--- src/rtl/xmem_pkg.sv ---
package xmem_pkg;

   typedef enum logic [2:0] {
      PH_IDLE   = 3'd0,
      PH_ALE    = 3'd1,
      PH_SETUP  = 3'd2,
      PH_STROBE = 3'd3,
      PH_HOLD   = 3'd4
   } phase_e;

   localparam int STRETCH_W = 3;

endpackage

--- src/rtl/xmem_stretch_timing.sv ---
module xmem_stretch_timing #(
   parameter int MC_CLKS = 4,
   parameter int CNT_W   = 5
) (
   input  logic [xmem_pkg::STRETCH_W-1:0] sval,
   output logic [CNT_W-1:0]               ale_len,
   output logic [CNT_W-1:0]               setup_len,
   output logic [CNT_W-1:0]               strobe_len,
   output logic [CNT_W-1:0]               hold_len
);
   localparam int HALF_MC = MC_CLKS / 2;

   logic slow_grp;
   logic any_stretch;

   assign slow_grp    = sval[xmem_pkg::STRETCH_W-1];
   assign any_stretch = (sval != '0);

   always_comb begin
      ale_len    = CNT_W'(HALF_MC);
      setup_len  = CNT_W'(HALF_MC);
      strobe_len = CNT_W'(HALF_MC);
      if (any_stretch) begin
         setup_len  = CNT_W'(HALF_MC + 1);
         strobe_len = CNT_W'(MC_CLKS * int'(sval));
      end
      if (slow_grp) begin
         ale_len   = CNT_W'(HALF_MC + MC_CLKS);
         setup_len = CNT_W'(HALF_MC + 1 + MC_CLKS);
      end
      hold_len = setup_len;
   end

endmodule

--- src/rtl/xmem_phase_ctrl.sv ---
module xmem_phase_ctrl #(
   parameter int MC_CLKS = 4,
   parameter int CNT_W   = 5
) (
   input  logic                            clk,
   input  logic                            rst_n,
   input  logic                            req,
   input  logic [xmem_pkg::STRETCH_W-1:0]  sval,
   output xmem_pkg::phase_e                phase,
   output logic                            last,
   output logic                            accept,
   output logic                            done,
   output logic [xmem_pkg::STRETCH_W-1:0]  stretch_q
);
   import xmem_pkg::*;

   logic [CNT_W-1:0]     cnt;
   logic [STRETCH_W-1:0] sel_val;
   logic [CNT_W-1:0]     ale_len, setup_len, strobe_len, hold_len;

   assign accept  = (phase == PH_IDLE) && req;
   assign sel_val = (phase == PH_IDLE) ? sval : stretch_q;
   assign last    = (cnt == '0);

   xmem_stretch_timing #(
      .MC_CLKS (MC_CLKS),
      .CNT_W   (CNT_W)
   ) u_timing (
      .sval       (sel_val),
      .ale_len    (ale_len),
      .setup_len  (setup_len),
      .strobe_len (strobe_len),
      .hold_len   (hold_len)
   );

   always_ff @(posedge clk or negedge rst_n) begin
      if (!rst_n) begin
         phase     <= PH_IDLE;
         cnt       <= '0;
         done      <= 1'b0;
         stretch_q <= '0;
      end else begin
         done <= 1'b0;
         case (phase)
            PH_IDLE: begin
               if (req) begin
                  phase     <= PH_ALE;
                  stretch_q <= sval;
                  cnt       <= ale_len - 1'b1;
               end
            end
            PH_ALE: begin
               if (last) begin
                  phase <= PH_SETUP;
                  cnt   <= setup_len - 1'b1;
               end else begin
                  cnt <= cnt - 1'b1;
               end
            end
            PH_SETUP: begin
               if (last) begin
                  phase <= PH_STROBE;
                  cnt   <= strobe_len - 1'b1;
               end else begin
                  cnt <= cnt - 1'b1;
               end
            end
            PH_STROBE: begin
               if (last) begin
                  phase <= PH_HOLD;
                  cnt   <= hold_len - 1'b1;
               end else begin
                  cnt <= cnt - 1'b1;
               end
            end
            PH_HOLD: begin
               if (last) begin
                  phase <= PH_IDLE;
                  done  <= 1'b1;
               end else begin
                  cnt <= cnt - 1'b1;
               end
            end
            default: phase <= PH_IDLE;
         endcase
      end
   end

endmodule

--- src/rtl/xmem_bus_path.sv ---
module xmem_bus_path #(
   parameter int ADDR_W = 16,
   parameter int DATA_W = 8
) (
   input  logic                  clk,
   input  logic                  rst_n,
   input  logic                  accept,
   input  xmem_pkg::phase_e      phase,
   input  logic                  last,
   input  logic                  wr_sel,
   input  logic [ADDR_W-1:0]     addr,
   input  logic [DATA_W-1:0]     wdata,
   input  logic [DATA_W-1:0]     ad_in,
   output logic                  ale,
   output logic [DATA_W-1:0]     ad_out,
   output logic                  ad_oe,
   output logic [ADDR_W-DATA_W-1:0] addr_hi,
   output logic                  rd_n,
   output logic                  wr_n,
   output logic [DATA_W-1:0]     rdata
);
   import xmem_pkg::*;

   localparam int HI_W = ADDR_W - DATA_W;

   logic [DATA_W-1:0] lo_q;
   logic [DATA_W-1:0] wd_q;
   logic [HI_W-1:0]   hi_q;
   logic              wr_q;
   logic              post_ale;
   logic              strobe_on;

   assign post_ale  = (phase == PH_SETUP) || (phase == PH_STROBE) || (phase == PH_HOLD);
   assign strobe_on = (phase == PH_STROBE);

   always_ff @(posedge clk or negedge rst_n) begin
      if (!rst_n) begin
         lo_q  <= '0;
         wd_q  <= '0;
         hi_q  <= '0;
         wr_q  <= 1'b0;
         rdata <= '0;
      end else begin
         if (accept) begin
            lo_q <= addr[DATA_W-1:0];
            hi_q <= addr[ADDR_W-1:DATA_W];
            wd_q <= wdata;
            wr_q <= wr_sel;
         end
         if (strobe_on && last && !wr_q) begin
            rdata <= ad_in;
         end
      end
   end

   assign ale     = (phase == PH_ALE);
   assign ad_oe   = ale || (post_ale && wr_q);
   assign addr_hi = hi_q;
   assign rd_n    = !(strobe_on && !wr_q);
   assign wr_n    = !(strobe_on && wr_q);

   always_comb begin
      ad_out = '0;
      if (ale) begin
         ad_out = lo_q;
      end else if (post_ale && wr_q) begin
         ad_out = wd_q;
      end
   end

endmodule

--- src/rtl/xmem_stretch_seq.sv ---
module xmem_stretch_seq #(
   parameter int ADDR_W  = 16,
   parameter int DATA_W  = 8,
   parameter int MC_CLKS = 4
) (
   input  logic                     clk,
   input  logic                     rst_n,
   input  logic [2:0]               stretch_sel,
   input  logic                     req,
   input  logic                     wr_sel,
   input  logic [ADDR_W-1:0]        addr,
   input  logic [DATA_W-1:0]        wdata,
   input  logic [DATA_W-1:0]        ad_in,
   output logic                     ale,
   output logic [DATA_W-1:0]        ad_out,
   output logic                     ad_oe,
   output logic [ADDR_W-DATA_W-1:0] addr_hi,
   output logic                     rd_n,
   output logic                     wr_n,
   output logic [DATA_W-1:0]        rdata,
   output logic                     done
);
   import xmem_pkg::*;

   localparam int CNT_W = $clog2(MC_CLKS * 8 + 1);

   if (ADDR_W <= DATA_W) begin : g_bad_addr
      $error("ADDR_W must exceed DATA_W");
   end
   if (MC_CLKS < 4 || (MC_CLKS % 2) != 0) begin : g_bad_mc
      $error("MC_CLKS must be even and at least 4");
   end

   phase_e               phase;
   logic                 last;
   logic                 accept;
   logic [STRETCH_W-1:0] stretch_q;
   logic                 busy;

   assign busy = (phase != PH_IDLE);

   xmem_phase_ctrl #(
      .MC_CLKS (MC_CLKS),
      .CNT_W   (CNT_W)
   ) u_ctrl (
      .clk       (clk),
      .rst_n     (rst_n),
      .req       (req),
      .sval      (stretch_sel),
      .phase     (phase),
      .last      (last),
      .accept    (accept),
      .done      (done),
      .stretch_q (stretch_q)
   );

   xmem_bus_path #(
      .ADDR_W (ADDR_W),
      .DATA_W (DATA_W)
   ) u_bus (
      .clk     (clk),
      .rst_n   (rst_n),
      .accept  (accept),
      .phase   (phase),
      .last    (last),
      .wr_sel  (wr_sel),
      .addr    (addr),
      .wdata   (wdata),
      .ad_in   (ad_in),
      .ale     (ale),
      .ad_out  (ad_out),
      .ad_oe   (ad_oe),
      .addr_hi (addr_hi),
      .rd_n    (rd_n),
      .wr_n    (wr_n),
      .rdata   (rdata)
   );

endmodule

--- config.mk ---
export PLATFORM = sky130hd
export DESIGN_NAME = xmem_stretch_seq
export DESIGN_NICKNAME = d
export VERILOG_FILES = /design/src/rtl/xmem_pkg.sv /design/src/rtl/xmem_stretch_timing.sv /design/src/rtl/xmem_phase_ctrl.sv /design/src/rtl/xmem_bus_path.sv /design/src/rtl/xmem_stretch_seq.sv
export SDC_FILE = /design/constraint.sdc
export NUM_CORES = 1
export LEC_CHECK = 0
export CAP_MARGIN = 20
export CORE_ASPECT_RATIO = 1.25
export CORE_MARGIN = 2
export CORE_UTILIZATION = 43
export CTS_CLUSTER_DIAMETER = 50
export CTS_CLUSTER_SIZE = 16
export DETAILED_ROUTE_END_ITERATION = 10
export PLACE_DENSITY = 0.84
export SETUP_SLACK_MARGIN = 0.5
export SLEW_MARGIN = 30
export SYNTH_ARGS = -nofsm -noshare
export SYNTH_HDL_FRONTEND = slang
export SYNTH_SLANG_ARGS = --single-unit
--- constraint.sdc ---
create_clock -name clk -period 2.1 [get_ports clk]
set_clock_uncertainty 0.15 [all_clocks]
set_input_delay 0.21 -clock clk [delete_from_list [all_inputs] [get_ports clk]]
set_output_delay 0.21 -clock clk [all_outputs]
set_load 0.01 [all_outputs]
==> results.md, run 1 <==
| Group | Result | This run |
|:---|:---|:---|
| worst setup path | Setup crit start kind | flop |
| synth | Part of the Yosys area used for sequential elements | 49.8% |
| sta | Post-layout minimum cycle time | 2.01 ns |
| grt | Number of global-route vias before repair | 2367 |
| synth | Number of different library cells in the post-synthesis netlist | 41 |
| worst setup path | Critical path type | flop to output port |
| worst setup path | Arrival @ worst endpoint | 1.65 ns |
| worst setup path | Critical path's slowest cell | sky130_fd_sc_hd__dfrtp_2 |
| die | DIE AREA | 5980 um^2 |
| worst setup path | Reg2Reg Capture Point | u_bus.addr_hi[2] |
| clock network | Number of buffers inserted during clock tree synthesis | 5 |
| sta | Hold violation count in the final report | 0 |
| placed design | Worst slack, placed | 0.00915 ns |
| finish | Util after Layout | 80.0% |
| sta | Relative slew slack | 60.6% |
| worst setup path | R2R setup slack | 0.09 ns |
| sta | Final worst setup slack | 0.0881 ns |
| synth | Number of synthesized flops with an enable pin | 0 |
| sta | Worst Max-Slew Pin Slew | 0.591 ns |
| routing | Number of nets still failing antenna checks after routing | 0 |
| die | Chip width | 69.6 um |
| worst setup path | Worst reg2reg path startpoint | u_ctrl.phase[2] |
| power | Power density over the cells | 1510 nW/um^2 |
| clock network | Clock Latency Late Sink | 0.30 ns |
| synth | Synthesized net count | 246 |
| grt | Initial antenna violation count | 0 |
| finish | Most frequent standard cell in the layout excluding fill and tap cells | sky130_fd_sc_hd__clkdlybuf4s50_1 |
| grt | Total routing resource utilization after global routing | 27.7% |
| sta | Setup tns final | 0 ns |
| power | Leakage power total | 1.86 nW |
| sta | Maximum clock frequency | 0.497 GHz |
| placed design | Post-DP HPWL | 4090 um |
| grt | Pin count of the biggest net entering global routing | 47 |
| die | Initial Utilization | 45.1% |
| worst setup path | Number of cell instances on the worst register-to-register path | 8 |
| sta | Count of pins over their slew limit | 0 |
| sta | Share of the clock period used by the worst path | 95.8% |
| placed design | Final RePlAce weighted congestion | 0.896 |
| worst setup path | Crit-path cells | buf_6 > buf_4 > and3_4 > o21bai_2 > clkdlybuf4s15_2 |
| synth | Flip-flop and latch count after synthesis | 46 |
| placed design | Number of input and output port buffers inserted | 67 |
| finish | Fraction of final layout cells with drive strength greater than 1 | 54.6% |
| routing | Starting DRC count in detailed routing | 270 |
| die | Placeable core region | 5120 um^2 |
| worst setup path | Critical Path RT | 1.74 ns |
| power | Total power after layout | 6.18 mW |
| power | Max rail drop VDD | 0.932 mV |
| synth | Async set-or-reset flop fraction in the synthesized netlist | 100% |
| grt | Global-route wire length before repair | 12700 um |
| clock network | Clock tree from TritonCTS | done |
| clock network | CTS sink cnt | 46 |
| finish | Fillers | 241 |
| worst setup path | Critical Path Fanout Max | 5 |
| synth | Mean instance size in the synthesized netlist | 11.2 um^2 |
| hold path | Destination of the worst hold path | u_ctrl.stretch_q[0] |
| finish | Top library cells by usage in the layout, fill and taps aside | sky130_fd_sc_hd__clkdlybuf4s50_1, sky130_fd_sc_hd__dfrtp_1, sky130_fd_sc_hd__mux2_4, sky130_fd_sc_hd__buf_4, sky130_fd_sc_hd__buf_6 |
| synth | Ys flop type | sky130_fd_sc_hd__dfrtp_1 |
| clock network | Largest buffer count on any clock path | 2 |
| routing | Via count | 2347 |
| sta | Setup Viol. Count Final | 0 |
| run status | Run status | completed |
| hold path | Depth of the worst hold-timing path | 3 |
| job | Max-cap check violation count | 0 |
| clock network | Worst-path clk slew | 0.09 ns |
| finish | Layout-stage area growth over the synthesis result | 77.2% |
| die | Number of I/O pins | 68 |
| synth | Cell count after synthesis | 206 |
| worst setup path | Maximum single-stage delay on the critical path | 0.44 ns |
| grt | Residual overflow from global routing | 0 |
| finish | Net count of the finished layout | 367 |
| routing | DRT Wirelength | 9030 um |
| synth | Yosys warning total | 0 |
| synth | Post-Syn Area | 2310 um^2 |
| finish | Final std cells w/o fill | 390 |
| sta | RSZ-0062 raised after global routing | yes |
| hold path | Worst min-delay path category | primary input to flop |
| routing | Routed WL per cell | 23.2 um |
| placed design | Cell count after placement | 338 |
| worst setup path | Capturing element type of the critical path | output port |
| die | Count of standard-cell rows | 29 |
| routing | Number of remaining DRC errors | 0 |
| routing | Number of search-and-repair iterations in the first detailed-routing pass | 5 |
| finish | ANT cells | 0 |
| routing | Vias per cell | 6.02 |
| die | Die Height | 85.9 um |
| clock network | CTS H-tree depth | 2 |
| clock network | Clock tree root driver cell | sky130_fd_sc_hd__clkbuf_8 |
| worst setup path | Critical path startpoint | u_ctrl.phase[2] |
| hold path | Origin of the worst min-delay path | stretch_sel[0] |
==> worst max path at each step <==
stage / end / slack (ns) / cells past startpoint
finish: ad_oe / 0.09 / 5
global placement: u_ctrl.cnt[2] / 0.09 / 5
global route: ad_out[6] / 0.05 / 7
CTS: u_bus.wd_q[6] / 0.15 / 8
floorplan: u_bus.rdata[0] / 0.18 / 6
detailed placement: ad_oe / 0.009 / 4
==> registers in the layout, indices dropped and copies added (netlist names) <==
register	count
u_ctrl.cnt	6
u_bus.addr_hi	8
u_bus.lo_q	8
u_ctrl.phase	3
u_bus.wd_q	8
u_ctrl.done	1
u_bus.rdata	8
u_ctrl.stretch_q	3
u_bus.wr_q	1
==> worst max-delay path, delay by kind of cell (launching register included) <==
| kind | cells | cell delay [ns] |
|---|---|---|
| flops | 1 | 0.44 |
| compound gates | 1 | 0.20 |
| buf+inv | 3 | 0.51 |
| simple gates | 1 | 0.20 |
==> cell families (layout without fill, tap and decap cells) <==
family | after synthesis | after routing | share of synthesized area, %
compound gates | 46 | 46 | 13.5
xor+xnor | 2 | 2 | 0.759
fa+ha+maj | 1 | 1 | 0.542
buf+inv | 19 | 139 | 3.52
flops | 46 | 46 | 49.8
mux | 36 | 36 | 18.0
simple gates | 56 | 58 | 13.8
==> repair_timing <==
item	4_1_cts	5_1_grt
buffers inserted	30	8
pin swaps	23	13
hold buffers	1	0
setup endpoints to repair	57	65
resized for setup	137	32
gates cloned	5	0
endpoints found under the hold margin	46	0
==> cell usage after synthesis, drive strengths merged (2+ instances only) <==
cell type,n,area [um^2]
dfrtp,46,1150
mux2,35,394
nand2,14,55.1
o21ai,14,70.1
a22oi,10,75.1
nor3,10,61.3
inv,8,30.0
nor2,8,30.0
buf,6,32.5
clkbuf,5,18.8
nand3,4,20.0
a21oi,3,15.0
a31oi,3,18.8
nor2b,3,18.8
o21bai,3,22.5
o221ai,3,26.3
or2,3,18.8
and2,2,12.5
and3,2,12.5
nand2b,2,12.5
nor3b,2,15.0
o211ai,2,15.0
or3,2,12.5
xnor2,2,17.5
==> per-layer routing <==
layer / up-vias / GRT usage (%) / share of wire (%)
li1: 997 / - / -
met1: 1175 / 32.3 / 37
met4: 0 / 13.5 / 4.4
met3: 43 / 6.11 / 5.0
met2: 132 / 48.3 / 54
met5: - / 0 / 0
==> layout make-up <==
cell class / count / area (um^2) / share of cell area [%]
Clock buffer: 6 / 82.6 / 2.02
Clock inverter: 2 / 12.5 / 0.306
Inverter: 8 / 32.5 / 0.795
Multi-Input combinational cell: 143 / 1520 / 37.1
Sequential cell: 46 / 1160 / 28.2
Tap cell: 62 / 77.6 / 1.90
Timing Repair Buffer: 123 / 1210 / 29.6
==> report_power, final <==
group	internal [mW]	total [mW]	switching, mW	leakage, nW
registers	1.31	1.77	0.466	0.562
logic	2.15	3.83	1.69	1.26
clock network	0.265	0.577	0.312	0.0472
==> metrics by stage <==
step                instance area (um^2)  hold WS (ns)
finish                              4090         0.353
floorplan                           2430        -0.236
global placement                    3220         0.176
CTS                                 3910         0.328
global route                        4090         0.365
detailed placement                  3220         0.181
(Power assumes the default switching activity.)
==> run 2: changes to the inputs <==
--- a/config.mk
+++ b/config.mk
@@ -6,7 +6,7 @@
 export NUM_CORES = 1
 export LEC_CHECK = 0
 export CAP_MARGIN = 20
-export CORE_ASPECT_RATIO = 1.25
+export CORE_ASPECT_RATIO = 2
 export CORE_MARGIN = 2
 export CORE_UTILIZATION = 43
 export CTS_CLUSTER_DIAMETER = 50
==> run 2 against run 1 <==
  * Clock power is essentially flat
  * Clock-buffer cell count rose by 1
  * Design area is 2.7% lower
  * Highest routed layer unchanged
  * Routed wire length down 12%
  * Die area increased by 0.54%
  * Sequential share of layout area up 0.77 points
  * Sequential power about the same
  * Register-to-register slack gained 0.06 ns
==> results.md, run 2 (synthesis gave the netlist of run 1 again) <==
| Group | Result | This run | Change |
|:---|:---|:---|:---|
| worst setup path | Setup crit start kind | flop | unchanged |
| die | Die Height | 108 um | was 85.9 um |
| die | Chip width | 55.8 um | was 69.6 um |
| die | Placeable core region | 5180 um^2 | was 5120 um^2 |
| die | Initial Utilization | 44.5% | was 45.1% |
| power | Leakage power total | 1.83 nW | was 1.86 nW |
| routing | Vias per cell | 5.81 | was 6.02 |
| worst setup path | Critical path type | flop to output port | unchanged |
| finish | Fraction of final layout cells with drive strength greater than 1 | 53.9% | was 54.6% |
| sta | Relative slew slack | 61.1% | was 60.6% |
| sta | RSZ-0062 raised after global routing | yes | unchanged |
| sta | Setup Viol. Count Final | 0 | unchanged |
| placed design | Number of input and output port buffers inserted | 67 | unchanged |
| clock network | Number of buffers inserted during clock tree synthesis | 5 | unchanged |
| power | Power density over the cells | 1480 nW/um^2 | was 1510 nW/um^2 |
| routing | Via count | 2212 | was 2347 |
| clock network | CTS H-tree depth | 2 | unchanged |
| clock network | Clock Latency Late Sink | 0.32 ns | was 0.30 ns |
| placed design | Post-DP HPWL | 4480 um | was 4090 um |
| sta | Post-layout minimum cycle time | 1.96 ns | was 2.01 ns |
| routing | Number of nets still failing antenna checks after routing | 0 | unchanged |
| die | DIE AREA | 6010 um^2 | was 5980 um^2 |
| clock network | Largest buffer count on any clock path | 2 | unchanged |
| worst setup path | Critical Path Fanout Max | 6 | was 5 |
| placed design | Final RePlAce weighted congestion | 0.833 | was 0.896 |
| placed design | Cell count after placement | 335 | was 338 |
| die | Count of standard-cell rows | 37 | was 29 |
| sta | Setup tns final | 0 ns | unchanged |
| finish | ANT cells | 0 | unchanged |
| clock network | Clock tree root driver cell | sky130_fd_sc_hd__clkbuf_8 | unchanged |
| finish | Final std cells w/o fill | 381 | was 390 |
| run status | Run status | completed | unchanged |
| finish | Net count of the finished layout | 362 | was 367 |
| clock network | Clock tree from TritonCTS | done | unchanged |
| grt | Number of global-route vias before repair | 2419 | was 2367 |
| routing | Number of remaining DRC errors | 0 | unchanged |
| grt | Global-route wire length before repair | 12400 um | was 12700 um |
| sta | Maximum clock frequency | 0.510 GHz | was 0.497 GHz |
| finish | Top library cells by usage in the layout, fill and taps aside | sky130_fd_sc_hd__clkdlybuf4s50_1, sky130_fd_sc_hd__dfrtp_1, sky130_fd_sc_hd__mux2_4, sky130_fd_sc_hd__buf_4, sky130_fd_sc_hd__buf_6 | unchanged |
| die | Number of I/O pins | 68 | unchanged |
| sta | Worst Max-Slew Pin Slew | 0.583 ns | was 0.591 ns |
| worst setup path | Arrival @ worst endpoint | 1.60 ns | was 1.65 ns |
| sta | Share of the clock period used by the worst path | 93.4% | was 95.8% |
| clock network | Worst-path clk slew | 0.09 ns | about the same |
| grt | Total routing resource utilization after global routing | 27.2% | was 27.7% |
| hold path | Worst min-delay path category | primary input to async pin | was primary input to flop |
| grt | Initial antenna violation count | 0 | unchanged |
| finish | Layout-stage area growth over the synthesis result | 72.5% | was 77.2% |
| routing | Number of search-and-repair iterations in the first detailed-routing pass | 4 | was 5 |
| routing | Starting DRC count in detailed routing | 71 | was 270 |
| grt | Residual overflow from global routing | 0 | unchanged |
| sta | Count of pins over their slew limit | 0 | unchanged |
| finish | Fillers | 287 | was 241 |
| sta | Hold violation count in the final report | 0 | unchanged |
| finish | Most frequent standard cell in the layout excluding fill and tap cells | sky130_fd_sc_hd__clkdlybuf4s50_1 | unchanged |
| clock network | CTS sink cnt | 46 | unchanged |
| routing | DRT Wirelength | 7970 um | was 9030 um |
| worst setup path | Capturing element type of the critical path | output port | unchanged |
| job | Max-cap check violation count | 0 | unchanged |
| power | Max rail drop VDD | 0.980 mV | was 0.932 mV |
| grt | Pin count of the biggest net entering global routing | 25 | was 47 |
| worst setup path | Critical Path RT | 1.74 ns | about the same |
| routing | Routed WL per cell | 20.9 um | was 23.2 um |
==> run 2: stage by stage <==
step / hold slack [ns] / util [%] / worst slack [ns] / total power [mW] / area (um^2)
2_1_floorplan: -0.236 / - / 0.180 / 3.16 / 2430
3_3_place_gp: 0.0720 / 62.2 / 0.0528 / 4.16 / 3230
3_5_place_dp: 0.0786 / 62.2 / 0.0304 / 4.23 / 3230
4_1_cts: 0.294 / 74.4 / 0.154 / 5.63 / 3860
5_1_grt: 0.323 / 76.8 / 0.0888 / 6.21 / 3980
6_report: 0.291 / 76.8 / 0.139 / 5.90 / 3980
==> run 2: metal layers <==
layer  share of wire, %  GRT usage [%]
met1                 36           28.7
met2                 56           50.1
met3                3.5           4.21
met4                4.9           15.3
met5                  0              0
==> run 2: what timing repair did <==
item | CTS | global route
setup buffers | 24 | 7
hold endpoints to repair | 23 | 0
pin swaps | 29 | 11
gates resized for setup | 143 | 24
endpoints found under the setup margin | 60 | 66
cloned | 6 | 0
hold buffers | 1 | 0
==> run 2: worst paths after layout <==
kind                            startpoint  slack (ns)                  end  cells after the start
min reg2reg                 u_bus.rdata[0]        0.37       u_bus.rdata[0]                      1
min in group clk            stretch_sel[0]        0.31  u_ctrl.stretch_q[0]                      3
max in group asynchronous            rst_n        0.96      u_ctrl.phase[1]                      3
min                                  rst_n        0.29     u_bus.addr_hi[2]                      2
max                        u_ctrl.phase[0]        0.14            ad_out[4]                      7
max reg2reg                u_ctrl.phase[1]        0.15        u_ctrl.cnt[0]                      6
==> run 2: worst max-delay path: stages, from the launching register on <==
cell and delay [ns]:
sky130_fd_sc_hd__dfrtp_2 0.44, sky130_fd_sc_hd__buf_6 0.15, sky130_fd_sc_hd__nor2_4 0.11, sky130_fd_sc_hd__and3_4 0.23, sky130_fd_sc_hd__buf_4 0.12, sky130_fd_sc_hd__nand2_2 0.05, sky130_fd_sc_hd__o21ai_2 0.05, sky130_fd_sc_hd__buf_2 0.13
==> run 2: cell type report <==
cell class / count / area (um^2) / area share (%)
Clock inverter: 1 / 5.00 / 0.126
Multi-Input combinational cell: 146 / 1540 / 38.6
Tap cell: 58 / 72.6 / 1.82
Inverter: 8 / 30.0 / 0.754
Timing Repair Buffer: 115 / 1100 / 27.5
Clock buffer: 7 / 86.3 / 2.17
Sequential cell: 46 / 1160 / 29.0
==> run 2: where the power goes <==
part,internal (mW),switching [mW]
sequential,1.31,0.437
clock,0.266,0.312
combinational,2.05,1.53
